$ cat src/rtl/sar_seq_pkg.sv
`timescale 1ns/1ps
package sar_seq_pkg;
   typedef enum logic [1:0] {
      ST_IDLE   = 2'd0,
      ST_SAMPLE = 2'd1,
      ST_BITS   = 2'd2
   } sar_state_e;
endpackage

$ cat src/rtl/sar_start_logic.sv
`timescale 1ns/1ps
module sar_start_logic #(
   parameter int PIN_SYNC = 0
) (
   input  logic       clk,
   input  logic       rst_n,
   input  logic       sw_start,
   input  logic [1:0] trig_sel,
   input  logic       pin_fall,
   input  logic       ext_pin,
   input  logic       timer_match,
   input  logic       eng_busy,
   input  logic       burst_en,
   output logic       start_req
);
   logic pin_s;
   logic pin_prev;
   logic pin_edge;
   logic hw_hit;

   generate
      if (PIN_SYNC == 0) begin : g_nosync
         assign pin_s = ext_pin;
      end else begin : g_sync
         logic [PIN_SYNC-1:0] chain;
         always_ff @(posedge clk or negedge rst_n) begin
            if (!rst_n) begin
               chain <= '0;
            end else begin
               chain[0] <= ext_pin;
               for (int k = 1; k < PIN_SYNC; k++) chain[k] <= chain[k-1];
            end
         end
         assign pin_s = chain[PIN_SYNC-1];
      end
   endgenerate

   always_ff @(posedge clk or negedge rst_n) begin
      if (!rst_n) pin_prev <= 1'b0;
      else        pin_prev <= pin_s;
   end

   assign pin_edge  = pin_fall ? (pin_prev & ~pin_s) : (~pin_prev & pin_s);
   assign hw_hit    = (trig_sel[0] & pin_edge) | (trig_sel[1] & timer_match);
   assign start_req = ~eng_busy & ~burst_en & (sw_start | hw_hit);
endmodule

$ cat src/rtl/sar_burst_pick.sv
`timescale 1ns/1ps
module sar_burst_pick #(
   parameter int N_CH = 8,
   parameter int CH_W = 3
) (
   input  logic [N_CH-1:0] mask,
   input  logic [CH_W-1:0] cur,
   output logic            any_en,
   output logic [CH_W-1:0] first,
   output logic [CH_W-1:0] next
);
   logic found;

   always_comb begin
      any_en = |mask;
      first  = '0;
      next   = '0;
      found  = 1'b0;
      for (int i = N_CH - 1; i >= 0; i--) begin
         if (mask[i]) first = CH_W'(i);
      end
      for (int i = N_CH - 1; i >= 0; i--) begin
         if (mask[i] && (i > int'(cur))) begin
            next  = CH_W'(i);
            found = 1'b1;
         end
      end
      if (!found) next = first;
   end
endmodule

$ cat src/rtl/sar_step_engine.sv
`timescale 1ns/1ps
module sar_step_engine
   import sar_seq_pkg::*;
#(
   parameter int RES_W = 10,
   parameter int CH_W  = 3
) (
   input  logic             clk,
   input  logic             rst_n,
   input  logic             cclk_en,
   input  logic             start_req,
   input  logic [CH_W-1:0]  start_chan,
   input  logic             burst_go,
   input  logic [CH_W-1:0]  burst_first,
   input  logic [CH_W-1:0]  burst_next,
   input  logic             cmp_in,
   output logic             eng_busy,
   output logic             sample,
   output logic [RES_W-1:0] trial,
   output logic [CH_W-1:0]  chan,
   output logic             wr_en,
   output logic [RES_W-1:0] wr_data
);
   localparam int IDX_W = $clog2(RES_W);
   localparam logic [RES_W-1:0] MSB_ONLY = {1'b1, {(RES_W-1){1'b0}}};

   sar_state_e       state_q;
   logic [IDX_W-1:0] idx_q;
   logic [RES_W-1:0] trial_q;
   logic [CH_W-1:0]  chan_q;
   logic [RES_W-1:0] decided;
   logic [RES_W-1:0] probe;
   logic             bit_last;

   assign bit_last = (idx_q == '0);

   always_comb begin
      decided = trial_q;
      if (!cmp_in) decided[idx_q] = 1'b0;
      probe = decided;
      probe[IDX_W'(idx_q - 1'b1)] = 1'b1;
   end

   always_ff @(posedge clk or negedge rst_n) begin
      if (!rst_n) begin
         state_q <= ST_IDLE;
         idx_q   <= '0;
         trial_q <= '0;
         chan_q  <= '0;
      end else begin
         unique case (state_q)
            ST_IDLE: begin
               if (burst_go) begin
                  chan_q  <= burst_first;
                  state_q <= ST_SAMPLE;
               end else if (start_req) begin
                  chan_q  <= start_chan;
                  state_q <= ST_SAMPLE;
               end
            end
            ST_SAMPLE: begin
               if (cclk_en) begin
                  trial_q <= MSB_ONLY;
                  idx_q   <= IDX_W'(RES_W - 1);
                  state_q <= ST_BITS;
               end
            end
            ST_BITS: begin
               if (cclk_en) begin
                  if (bit_last) begin
                     trial_q <= decided;
                     if (burst_go) begin
                        chan_q  <= burst_next;
                        state_q <= ST_SAMPLE;
                     end else begin
                        state_q <= ST_IDLE;
                     end
                  end else begin
                     trial_q <= probe;
                     idx_q   <= idx_q - 1'b1;
                  end
               end
            end
            default: state_q <= ST_IDLE;
         endcase
      end
   end

   assign eng_busy = (state_q != ST_IDLE);
   assign sample   = (state_q == ST_SAMPLE);
   assign trial    = trial_q;
   assign chan     = chan_q;
   assign wr_en    = (state_q == ST_BITS) && cclk_en && bit_last;
   assign wr_data  = decided;
endmodule

$ cat src/rtl/sar_result_bank.sv
`timescale 1ns/1ps
module sar_result_bank #(
   parameter int N_CH  = 8,
   parameter int RES_W = 10,
   parameter int CH_W  = 3
) (
   input  logic             clk,
   input  logic             rst_n,
   input  logic             wr_en,
   input  logic [CH_W-1:0]  wr_chan,
   input  logic [RES_W-1:0] wr_data,
   input  logic             rd_en,
   input  logic [CH_W-1:0]  rd_chan,
   output logic [RES_W-1:0] rd_data,
   output logic             rd_done,
   output logic             rd_ovr,
   output logic [N_CH-1:0]  done_vec,
   output logic [N_CH-1:0]  ovr_vec
);
   logic [RES_W-1:0] code_q [N_CH];

   generate
      for (genvar g = 0; g < N_CH; g++) begin : g_slot
         logic wr_hit;
         logic rd_hit;
         assign wr_hit = wr_en && (wr_chan == CH_W'(g));
         assign rd_hit = rd_en && (rd_chan == CH_W'(g));
         always_ff @(posedge clk or negedge rst_n) begin
            if (!rst_n) begin
               code_q[g]   <= '0;
               done_vec[g] <= 1'b0;
               ovr_vec[g]  <= 1'b0;
            end else if (wr_hit) begin
               code_q[g]   <= wr_data;
               done_vec[g] <= 1'b1;
               ovr_vec[g]  <= rd_hit ? 1'b0 : (ovr_vec[g] | done_vec[g]);
            end else if (rd_hit) begin
               done_vec[g] <= 1'b0;
               ovr_vec[g]  <= 1'b0;
            end
         end
      end
   endgenerate

   assign rd_data = code_q[rd_chan];
   assign rd_done = done_vec[rd_chan];
   assign rd_ovr  = ovr_vec[rd_chan];
endmodule

$ cat src/rtl/sar_seq_ctrl.sv
`timescale 1ns/1ps
module sar_seq_ctrl #(
   parameter int RES_W    = 10,
   parameter int N_CH     = 8,
   parameter int PIN_SYNC = 0,
   localparam int CH_W    = $clog2(N_CH)
) (
   input  logic             clk,
   input  logic             rst_n,
   input  logic             cclk_en,
   input  logic             sw_start,
   input  logic [CH_W-1:0]  chan_sel,
   input  logic             burst_en,
   input  logic [N_CH-1:0]  chan_mask,
   input  logic [1:0]       trig_sel,
   input  logic             pin_fall,
   input  logic             ext_pin,
   input  logic             timer_match,
   input  logic             cmp_in,
   output logic [CH_W-1:0]  ana_chan,
   output logic [RES_W-1:0] trial,
   output logic             sample,
   output logic             busy,
   input  logic             rd_en,
   input  logic [CH_W-1:0]  rd_chan,
   output logic [RES_W-1:0] rd_data,
   output logic             rd_done,
   output logic             rd_ovr,
   output logic [N_CH-1:0]  done_vec,
   output logic [N_CH-1:0]  ovr_vec,
   input  logic [N_CH-1:0]  irq_en,
   output logic             irq
);
   generate
      if (RES_W < 2 || RES_W > 16) begin : g_bad_res
         $error("sar_seq_ctrl: RES_W must lie in 2..16");
      end
      if (N_CH < 2 || N_CH != (1 << CH_W)) begin : g_bad_ch
         $error("sar_seq_ctrl: N_CH must be a power of two, at least 2");
      end
      if (PIN_SYNC < 0 || PIN_SYNC > 4) begin : g_bad_sync
         $error("sar_seq_ctrl: PIN_SYNC must lie in 0..4");
      end
   endgenerate

   logic             eng_busy;
   logic             start_req;
   logic             any_en;
   logic             burst_go;
   logic [CH_W-1:0]  b_first;
   logic [CH_W-1:0]  b_next;
   logic [CH_W-1:0]  cur_chan;
   logic             wr_en;
   logic [RES_W-1:0] wr_data;

   assign burst_go = burst_en & any_en;

   sar_start_logic #(.PIN_SYNC(PIN_SYNC)) u_start (
      .clk         (clk),
      .rst_n       (rst_n),
      .sw_start    (sw_start),
      .trig_sel    (trig_sel),
      .pin_fall    (pin_fall),
      .ext_pin     (ext_pin),
      .timer_match (timer_match),
      .eng_busy    (eng_busy),
      .burst_en    (burst_en),
      .start_req   (start_req)
   );

   sar_burst_pick #(.N_CH(N_CH), .CH_W(CH_W)) u_pick (
      .mask   (chan_mask),
      .cur    (cur_chan),
      .any_en (any_en),
      .first  (b_first),
      .next   (b_next)
   );

   sar_step_engine #(.RES_W(RES_W), .CH_W(CH_W)) u_engine (
      .clk         (clk),
      .rst_n       (rst_n),
      .cclk_en     (cclk_en),
      .start_req   (start_req),
      .start_chan  (chan_sel),
      .burst_go    (burst_go),
      .burst_first (b_first),
      .burst_next  (b_next),
      .cmp_in      (cmp_in),
      .eng_busy    (eng_busy),
      .sample      (sample),
      .trial       (trial),
      .chan        (cur_chan),
      .wr_en       (wr_en),
      .wr_data     (wr_data)
   );

   sar_result_bank #(.N_CH(N_CH), .RES_W(RES_W), .CH_W(CH_W)) u_bank (
      .clk      (clk),
      .rst_n    (rst_n),
      .wr_en    (wr_en),
      .wr_chan  (cur_chan),
      .wr_data  (wr_data),
      .rd_en    (rd_en),
      .rd_chan  (rd_chan),
      .rd_data  (rd_data),
      .rd_done  (rd_done),
      .rd_ovr   (rd_ovr),
      .done_vec (done_vec),
      .ovr_vec  (ovr_vec)
   );

   assign busy     = eng_busy;
   assign ana_chan = cur_chan;
   assign irq      = |(done_vec & irq_en);
endmodule

$ cat config.mk
export PLATFORM = sky130hd
export DESIGN_NAME = sar_seq_ctrl
export DESIGN_NICKNAME = d
export VERILOG_FILES = /design/src/rtl/sar_seq_pkg.sv /design/src/rtl/sar_start_logic.sv /design/src/rtl/sar_burst_pick.sv /design/src/rtl/sar_step_engine.sv /design/src/rtl/sar_result_bank.sv /design/src/rtl/sar_seq_ctrl.sv
export SDC_FILE = /design/constraint.sdc
export NUM_CORES = 1
export LEC_CHECK = 0
export BUFFER_PORTS_ARGS = -buffer_cell sky130_fd_sc_hd__buf_2
export CORE_ASPECT_RATIO = 0.75
export CORE_MARGIN = 2
export CORE_UTILIZATION = 58
export CTS_CLUSTER_DIAMETER = 50
export DETAILED_ROUTE_END_ITERATION = 6
export PLACE_DENSITY_LB_ADDON = 0.25
export SKIP_CTS_REPAIR_TIMING = 1
export SLEW_MARGIN = 20
export SYNTH_ARGS = -nofsm -noshare
export SYNTH_HDL_FRONTEND = slang
export SYNTH_SLANG_ARGS = --single-unit
export TNS_END_PERCENT = 5
$ cat constraint.sdc
create_clock -name clk -period 3.1 [get_ports clk]
set_input_delay 0.31 -clock clk [delete_from_list [all_inputs] [get_ports clk]]
set_output_delay 0.31 -clock clk [all_outputs]
set_load 0.01 [all_outputs]
### Word level (Yosys, flattened, before mapping)

Index checks and enable logic that the tools add are counted.

| storage, ports and cells | value |
|---|---|
| register bits after elaboration | 116 |
| latch bits | 0 |
| memory bits (writable) | 0 |
| ROM bits | 0 |
| output and inout port bits | 44 |
| memories | 0 |

| cells by class | value |
|---|---|
| $add $sub $neg | 1 |
| multipliers | 0 |
| div/mod/pow operators | 0 |
| magnitude comparators | 13 |
| equality and inequality tests | 22 |
| shift-type cells | 0 |
| muxes and demuxes | 89 |
| bitwise gates (word level) | 26 |
| reduce and logical (&&, ||, !) cells | 48 |

Operators by type and width:

| operator | count |
|---|---|
| $mux 3 | 21 |
| $mux 10 | 6 |
| $mux 1 | 45 |
| $bmux 10 s3 | 1 |
| $logic_and 1x1->1 | 27 |
| $eq 3x3->1 const B | 8 |
| $reduce_bool 2->1 | 11 |
| $pmux 10 s2 | 1 |
| $reduce_or 8->1 | 2 |
| $eq 3x2->1 const B | 4 |
| $gt 3x3->1 const A | 4 |
| $mux 4 | 3 |
| $and 10x10->10 | 1 |
| $lt 4x5->1 const B | 2 |
| $mux 2 | 5 |
| $not 10->10 | 1 |
| $or 1x1->1 | 10 |
| $or 10x10->10 | 1 |
| $and 8x8->8 | 1 |
| $demux 1 s4 | 2 |
| $ge 4x1->1 const B | 2 |
| $ne 2x2->1 const B | 4 |
| $pmux 4 s2 | 1 |
| $reduce_and 4->1 | 2 |
| other kinds (21) | 34 |

### Longest topological paths before layout

| logic depth | value |
|---|---|
| depth in word-level cells | 14 |
| mapped depth | 9 |

### Cells and area by module

From an unflattened synthesis, not the netlist that was laid out.

| unflattened totals | value |
|---|---|
| cell total of the unflattened synthesis | 558 |
| area, all modules | 6,291.0 um^2 |

By module, submodules not included:

| module | times used | cells each | area each (um^2) | sequential area each (um^2) |
|---|---|---|---|---|
| sar_result_bank | 1 | 352 | 4,544.4 | 2,402.3 |
| sar_step_engine | 1 | 150 | 1,345.0 | 475.5 |
| sar_burst_pick | 1 | 45 | 300.3 | 0.0 |
| sar_start_logic | 1 | 5 | 58.8 | 25.0 |
| sar_seq_ctrl | 1 | 6 | 42.5 | 0.0 |

### Least setup slack after synthesis

OpenSTA, ideal clock, no wires.

| path | value |
|---|---|
| kind | register to register |
| start | register u_engine.idx_q[0] |
| end | register u_bank.code_q[38] (netlist name) |
| arrival | 2.355 ns |
| path slack | 0.620 ns |
| cell stages (with the launch flop) | 9 |
| buffers on the path | 2 |
| cells stage by stage | dfrtp_1 -> inv_1 -> ha_1 -> or3b_1 -> buf_2 -> or3_4 -> nor2_1 -> buf_6 -> mux2_2 |

| on the way | value |
|---|---|
| cells in the longest elaborated chain, start to end | 7 |
| elaborated cells between the ends (all ways) | 11 |

RTL lines:

| item | line | source |
|---|---|---|
| from (decl) | sar_step_engine.sv:28 | `logic [IDX_W-1:0] idx_q;` |
| from (signal assigned) | sar_step_engine.sv:64 | `idx_q <= IDX_W'(RES_W - 1);` |
| from (signal assigned) | sar_step_engine.sv:80 | `idx_q <= idx_q - 1'b1;` |
| $lt 4x5->1 (implied by the code) or $ge 4x1->1 (tied branches) | sar_step_engine.sv:39 | `if (!cmp_in) decided[idx_q] = 1'b0;` |
| $logic_and 1x1->1 (implied by the code) | sar_step_engine.sv:39 |  |
| $mux 1 (implied by the code) | sar_step_engine.sv:39 |  |
| $demux 1 s4 | n/a |  |
| $not 10->10 (no source line) | n/a |  |
| $and 10x10->10 (no source line) | n/a |  |
| $mux 10 | sar_step_engine.sv:39 |  |
| to (signal, indexed assignment) | sar_result_bank.sv:34 | `code_q[g] <= wr_data;` |
| to (decl) | sar_result_bank.sv:20 | `logic [RES_W-1:0] code_q [N_CH];` |

Parallel ways exist; a longest one is shown, timed or not.
A chain may end at the register's enable or synchronous reset.

### Worst setup path after layout

| path | value |
|---|---|
| start | register u_engine.idx_q[0] |
| end | register u_bank.code_q[54] (netlist name) |

Same word-level chain as after synthesis.

==> metrics.md <==
| Metric | Value |
|---|---|
| Final antenna diode count | 0 |
| Most common library cell in the layout ignoring fill and taps | sky130_fd_sc_hd__dfrtp_1 |
| Setup total negative slack | 0 ns |
| Sum of buffers and inverters on the critical path | 2 |
| CTS clock-pin slew for the worst setup and hold paths | approximately 0.050 ns |
| Total of flip-flops plus latches after synthesis | roughly 120 |
| Count of flip-flops with a built-in enable after synthesis | 0 |
| Dominant combinational cell family by area after synthesis | compound AO/OA/AOI/OAI gates |
| Post-synth net total | around 600 |
| Largest cells by area after synthesis | sky130_fd_sc_hd__dfrtp_1 49%, sky130_fd_sc_hd__mux4_2 9.1%, sky130_fd_sc_hd__nand2_1 6.9% |
| Adder and majority gate portion of the synthesized area | 0.008450 |
| Most used cells in the layout excluding fill and tap cells | 116 x sky130_fd_sc_hd__dfrtp_1, 109 x sky130_fd_sc_hd__nand2_1, 76 x sky130_fd_sc_hd__buf_2 |
| Post-synth top area share | 0.4901 |
| Final wirelength | between 15000 and 20000 um |
| Min Clock Period, post-route | roughly 2.7 ns |
| Hold Fails Final Rpt | 56 |
| Yosys warns | 0 |
| Transition time of the tightest slew-check pin | between 0.8 and 0.9 ns |
| Wire length of the first global-routing pass | roughly 25000 um |
| Clock Sink Count | approximately 120 |
| Number of iterations in the first detailed-routing pass | 5 |
| Initial cell density of the core | 0.6036 |
| Insertion delay to the later sink of the worst-skew pair | around 0.4 ns |
| Share of the clock period used by the worst path | 0.8800 |
| Relative slew slack | 0.3995 |
| Height of the die | just over 90 um |
| Cell chain of the critical path | inv_1 > ha_1 > or3b_1 > or3_4 > nor2_2 > buf_4 > mux2i_1 |
| Root buf cell | sky130_fd_sc_hd__clkbuf_16 |
| Largest net degree at the start of global routing | 61 |
| Synthesized instance count | ~580 |
| CP arrival | approximately 3.1 ns |
| Avg Inst Size Synth | between 10 and 15 um2 |
| Core area | approximately 9800 um2 |
| Chip width | ~120 um |
| Largest stage delay on the critical path | ~0.47 ns |
| Placed Instances | 756 |
| R2R cell count | 7 |
| Mux contribution to synthesized area | 0.1496 |
| TritonCTS clock tree | done |
| Non-filler instance count after layout | between 700 and 800 |
| Post-synth design cell area | approximately 5900 um2 |
| Worst supply voltage drop on vdd | roughly 0.4 mV |
| Io pins | 78 |
| Endpoint of the worst register-to-register path | u_bank.code_q[54]$_DFFE_PN0P_ |
| Cell with the largest stage delay on the worst path | sky130_fd_sc_hd__nor2_2 |
| Overflow after GRT | 0 |
| Share of cells above drive strength 1 | 0.2641 |
| Avg WL per Cell | ~19 um |
| Critical Path Fanout Max | 8 |
| Number of H-tree levels | 4 |
| GPL Wtd Cong | about 0.95 |
| Number of global-route vias before repair | 4737 |
| Setup crit start kind | flop |
| Post-detailed-route DRC marker count | 0 |
| Violations in the final reports | hold timing |
| Hpwl dp | 10420 um |
| Most frequently used flop master after synthesis | sky130_fd_sc_hd__dfrtp_1 |
| Compound-Gate Fraction of Synth Area | 0.1582 |
| Pins over their slew limit | 0 |
| Final antenna-violating net count | 0 |
| Type of the most critical hold path | input pin to async pin |
| DR vias/cell | approximately 6.1 |
| Layout-stage area growth over the synthesis result | 18.25% |
| Clock buffer count from CTS | 17 |
| Antenna violations before repair | 0 |
| Power density relative to cell area | 688.6 nW/um2 |
| RSZ-0062 raised after global routing | no |
| Overall global routing resource usage | 0.2974 |
| Hold Slack | -0.03121 ns |
| Max-cap violations | 0 |
| Number of nets in the layout | around 680 |
| Skew final | between 0.007 and 0.008 ns |
| Pleak | 3.247 nW |
| CP Capture Type | flop |
| Area share of and/or/nand/nor cells after synthesis | 0.1460 |
| Die footprint | approximately 11000 um2 |
| Port Buffers | 77 |
| Kind of critical path | flop to flop |
| Number of buffers on the longest clock path | 2 |
| Cell accounting for the most synthesized area | sky130_fd_sc_hd__dfrtp_1 |
| Delay-heaviest family, CP | simple AND/OR/NAND/NOR gates |
| Violation count after the first detailed-routing iteration | between 400 and 500 |
| Setup Viol. Count Final | 0 |
| Status | complete, but fails checks |
| Std cell rows | 31 |
| FMAX | between 300 and 400 MHz |
| Register area share after synthesis | 0.4901 |
| Post-synthesis cell type count | between 50 and 60 |
| Data required time of the critical path | between 3 and 4 ns |
| Async set or reset register ratio after synthesis | 1.000 |
| Startpoint of the lowest-slack register-to-register path | u_engine.idx_q[0]$_DFFE_PN0P_ |
| Post-synthesis share of cell area spent on xor and xnor gates | 0.002957 |
| Register-to-register setup slack | roughly 0.37 ns |
| Vias after detailed routing | 4762 |
==> synth_stat cells, types with 3 or more instances <==
library cell,count
sky130_fd_sc_hd__a22o_1,8
sky130_fd_sc_hd__o21a_1,7
sky130_fd_sc_hd__dfrtp_1,116
sky130_fd_sc_hd__buf_6,3
sky130_fd_sc_hd__a211oi_1,6
sky130_fd_sc_hd__nor3b_1,4
sky130_fd_sc_hd__a21oi_1,15
sky130_fd_sc_hd__mux4_2,24
sky130_fd_sc_hd__o21ai_0,71
sky130_fd_sc_hd__nor3_1,7
sky130_fd_sc_hd__a21o_1,3
sky130_fd_sc_hd__a311oi_1,3
sky130_fd_sc_hd__nand3_1,6
sky130_fd_sc_hd__mux2_2,20
sky130_fd_sc_hd__mux2i_1,12
sky130_fd_sc_hd__or2_2,4
sky130_fd_sc_hd__o31ai_1,3
sky130_fd_sc_hd__nor2b_1,9
sky130_fd_sc_hd__a31oi_1,7
sky130_fd_sc_hd__o21ai_1,6
sky130_fd_sc_hd__nand4_1,4
sky130_fd_sc_hd__inv_1,27
sky130_fd_sc_hd__and2_1,3
sky130_fd_sc_hd__o211ai_1,3
sky130_fd_sc_hd__buf_2,4
sky130_fd_sc_hd__nor2_1,12
sky130_fd_sc_hd__nand2_1,109
sky130_fd_sc_hd__clkbuf_1,25
sky130_fd_sc_hd__or4_1,3
sky130_fd_sc_hd__nand2b_1,4
sky130_fd_sc_hd__ha_1,4
sky130_fd_sc_hd__o22ai_1,3
sky130_fd_sc_hd__o21ai_2,7
sky130_fd_sc_hd__a22oi_1,4
==> state kept, by name, summed over array words and instances (netlist names) <==
| signal | flops |
|---|---|
| u_bank.code_q | 80 |
| u_engine.trial | 10 |
| u_bank.done_vec | 8 |
| u_bank.ovr_vec | 8 |
| u_engine.idx_q | 4 |
| u_engine.chan | 3 |
| u_engine.state_q | 2 |
| u_start.pin_prev | 1 |
==> worst max-delay path by stage <==
stage,slack (ns),cells after the start,endpoint,start
after CTS,0.39,6,u_bank.code_q[59]$_DFFE_PN0P_,u_engine.idx_q[0]$_DFFE_PN0P_
after global routing,0.22,7,u_bank.code_q[62]$_DFFE_PN0P_,u_engine.idx_q[0]$_DFFE_PN0P_
after floorplan,0.62,8,u_bank.code_q[38]$_DFFE_PN0P_,u_engine.idx_q[0]$_DFFE_PN0P_
after detailed placement,0.43,7,u_bank.code_q[52]$_DFFE_PN0P_,u_engine.idx_q[0]$_DFFE_PN0P_
final,0.37,7,u_bank.code_q[54]$_DFFE_PN0P_,u_engine.idx_q[0]$_DFFE_PN0P_
after global placement,0.59,6,u_bank.code_q[58]$_DFFE_PN0P_,u_engine.idx_q[0]$_DFFE_PN0P_
==> per-layer routing <==
metal / GRT usage / share of wire / vias up
met5: 0 / 0 / -
met4: 0.09109 / 0.021 / 0
met3: 0.08291 / 0.065 / 33
met2: 0.4510 / 0.47 / 156
met1: 0.4207 / 0.44 / 2378
li1: - / - / 2195
==> layout make-up <==
class / count / area, um2
clock inverter: 11 / 157.7
fill: 682 / 2809
clock buffer: 20 / 456.7
multi-input combinational: 397 / 2755
sequential: 116 / 2903
timing repair buffer: 84 / 465.4
tap: 132 / 165.2
inverter: 27 / 101.3
==> per-stage QoR <==
step                      cell area [um2]  utilization  worst slack, ns  power, mW  hold slack (ns)
after CTS                            7004       0.7138           0.3948      4.817        -0.008495
final                                7004       0.7138           0.3719      4.823         -0.03121
after global routing                 7004       0.7138           0.2215      5.044          0.03568
after global placement               6390       0.6512           0.5922      2.742           0.4099
after detailed placement             6390       0.6512           0.4274      2.777           0.4221
after floorplan                      5923            -           0.6202      2.435          0.01441
==> power breakdown <==
part | switching (mW) | total (mW) | leakage, nW | internal [mW]
sequential | 0.204 | 1.82 | 1.53 | 1.61
clock | 0.676 | 2.05 | 0.305 | 1.37
combinational | 0.590 | 0.960 | 1.41 | 0.371
total | 1.47 | 4.82 | 3.25 | 3.35
==> cell families after synthesis <==
family / after synthesis
adders and majority gates: 4
xor gates and xnor gates: 2
muxes: 56
DFF: 116
AOI/OAI and AO/OA: 153
buffers and inverters: 62
and+or+nand+nor: 182
No activity file was read; power rests on OpenSTA's default activity.
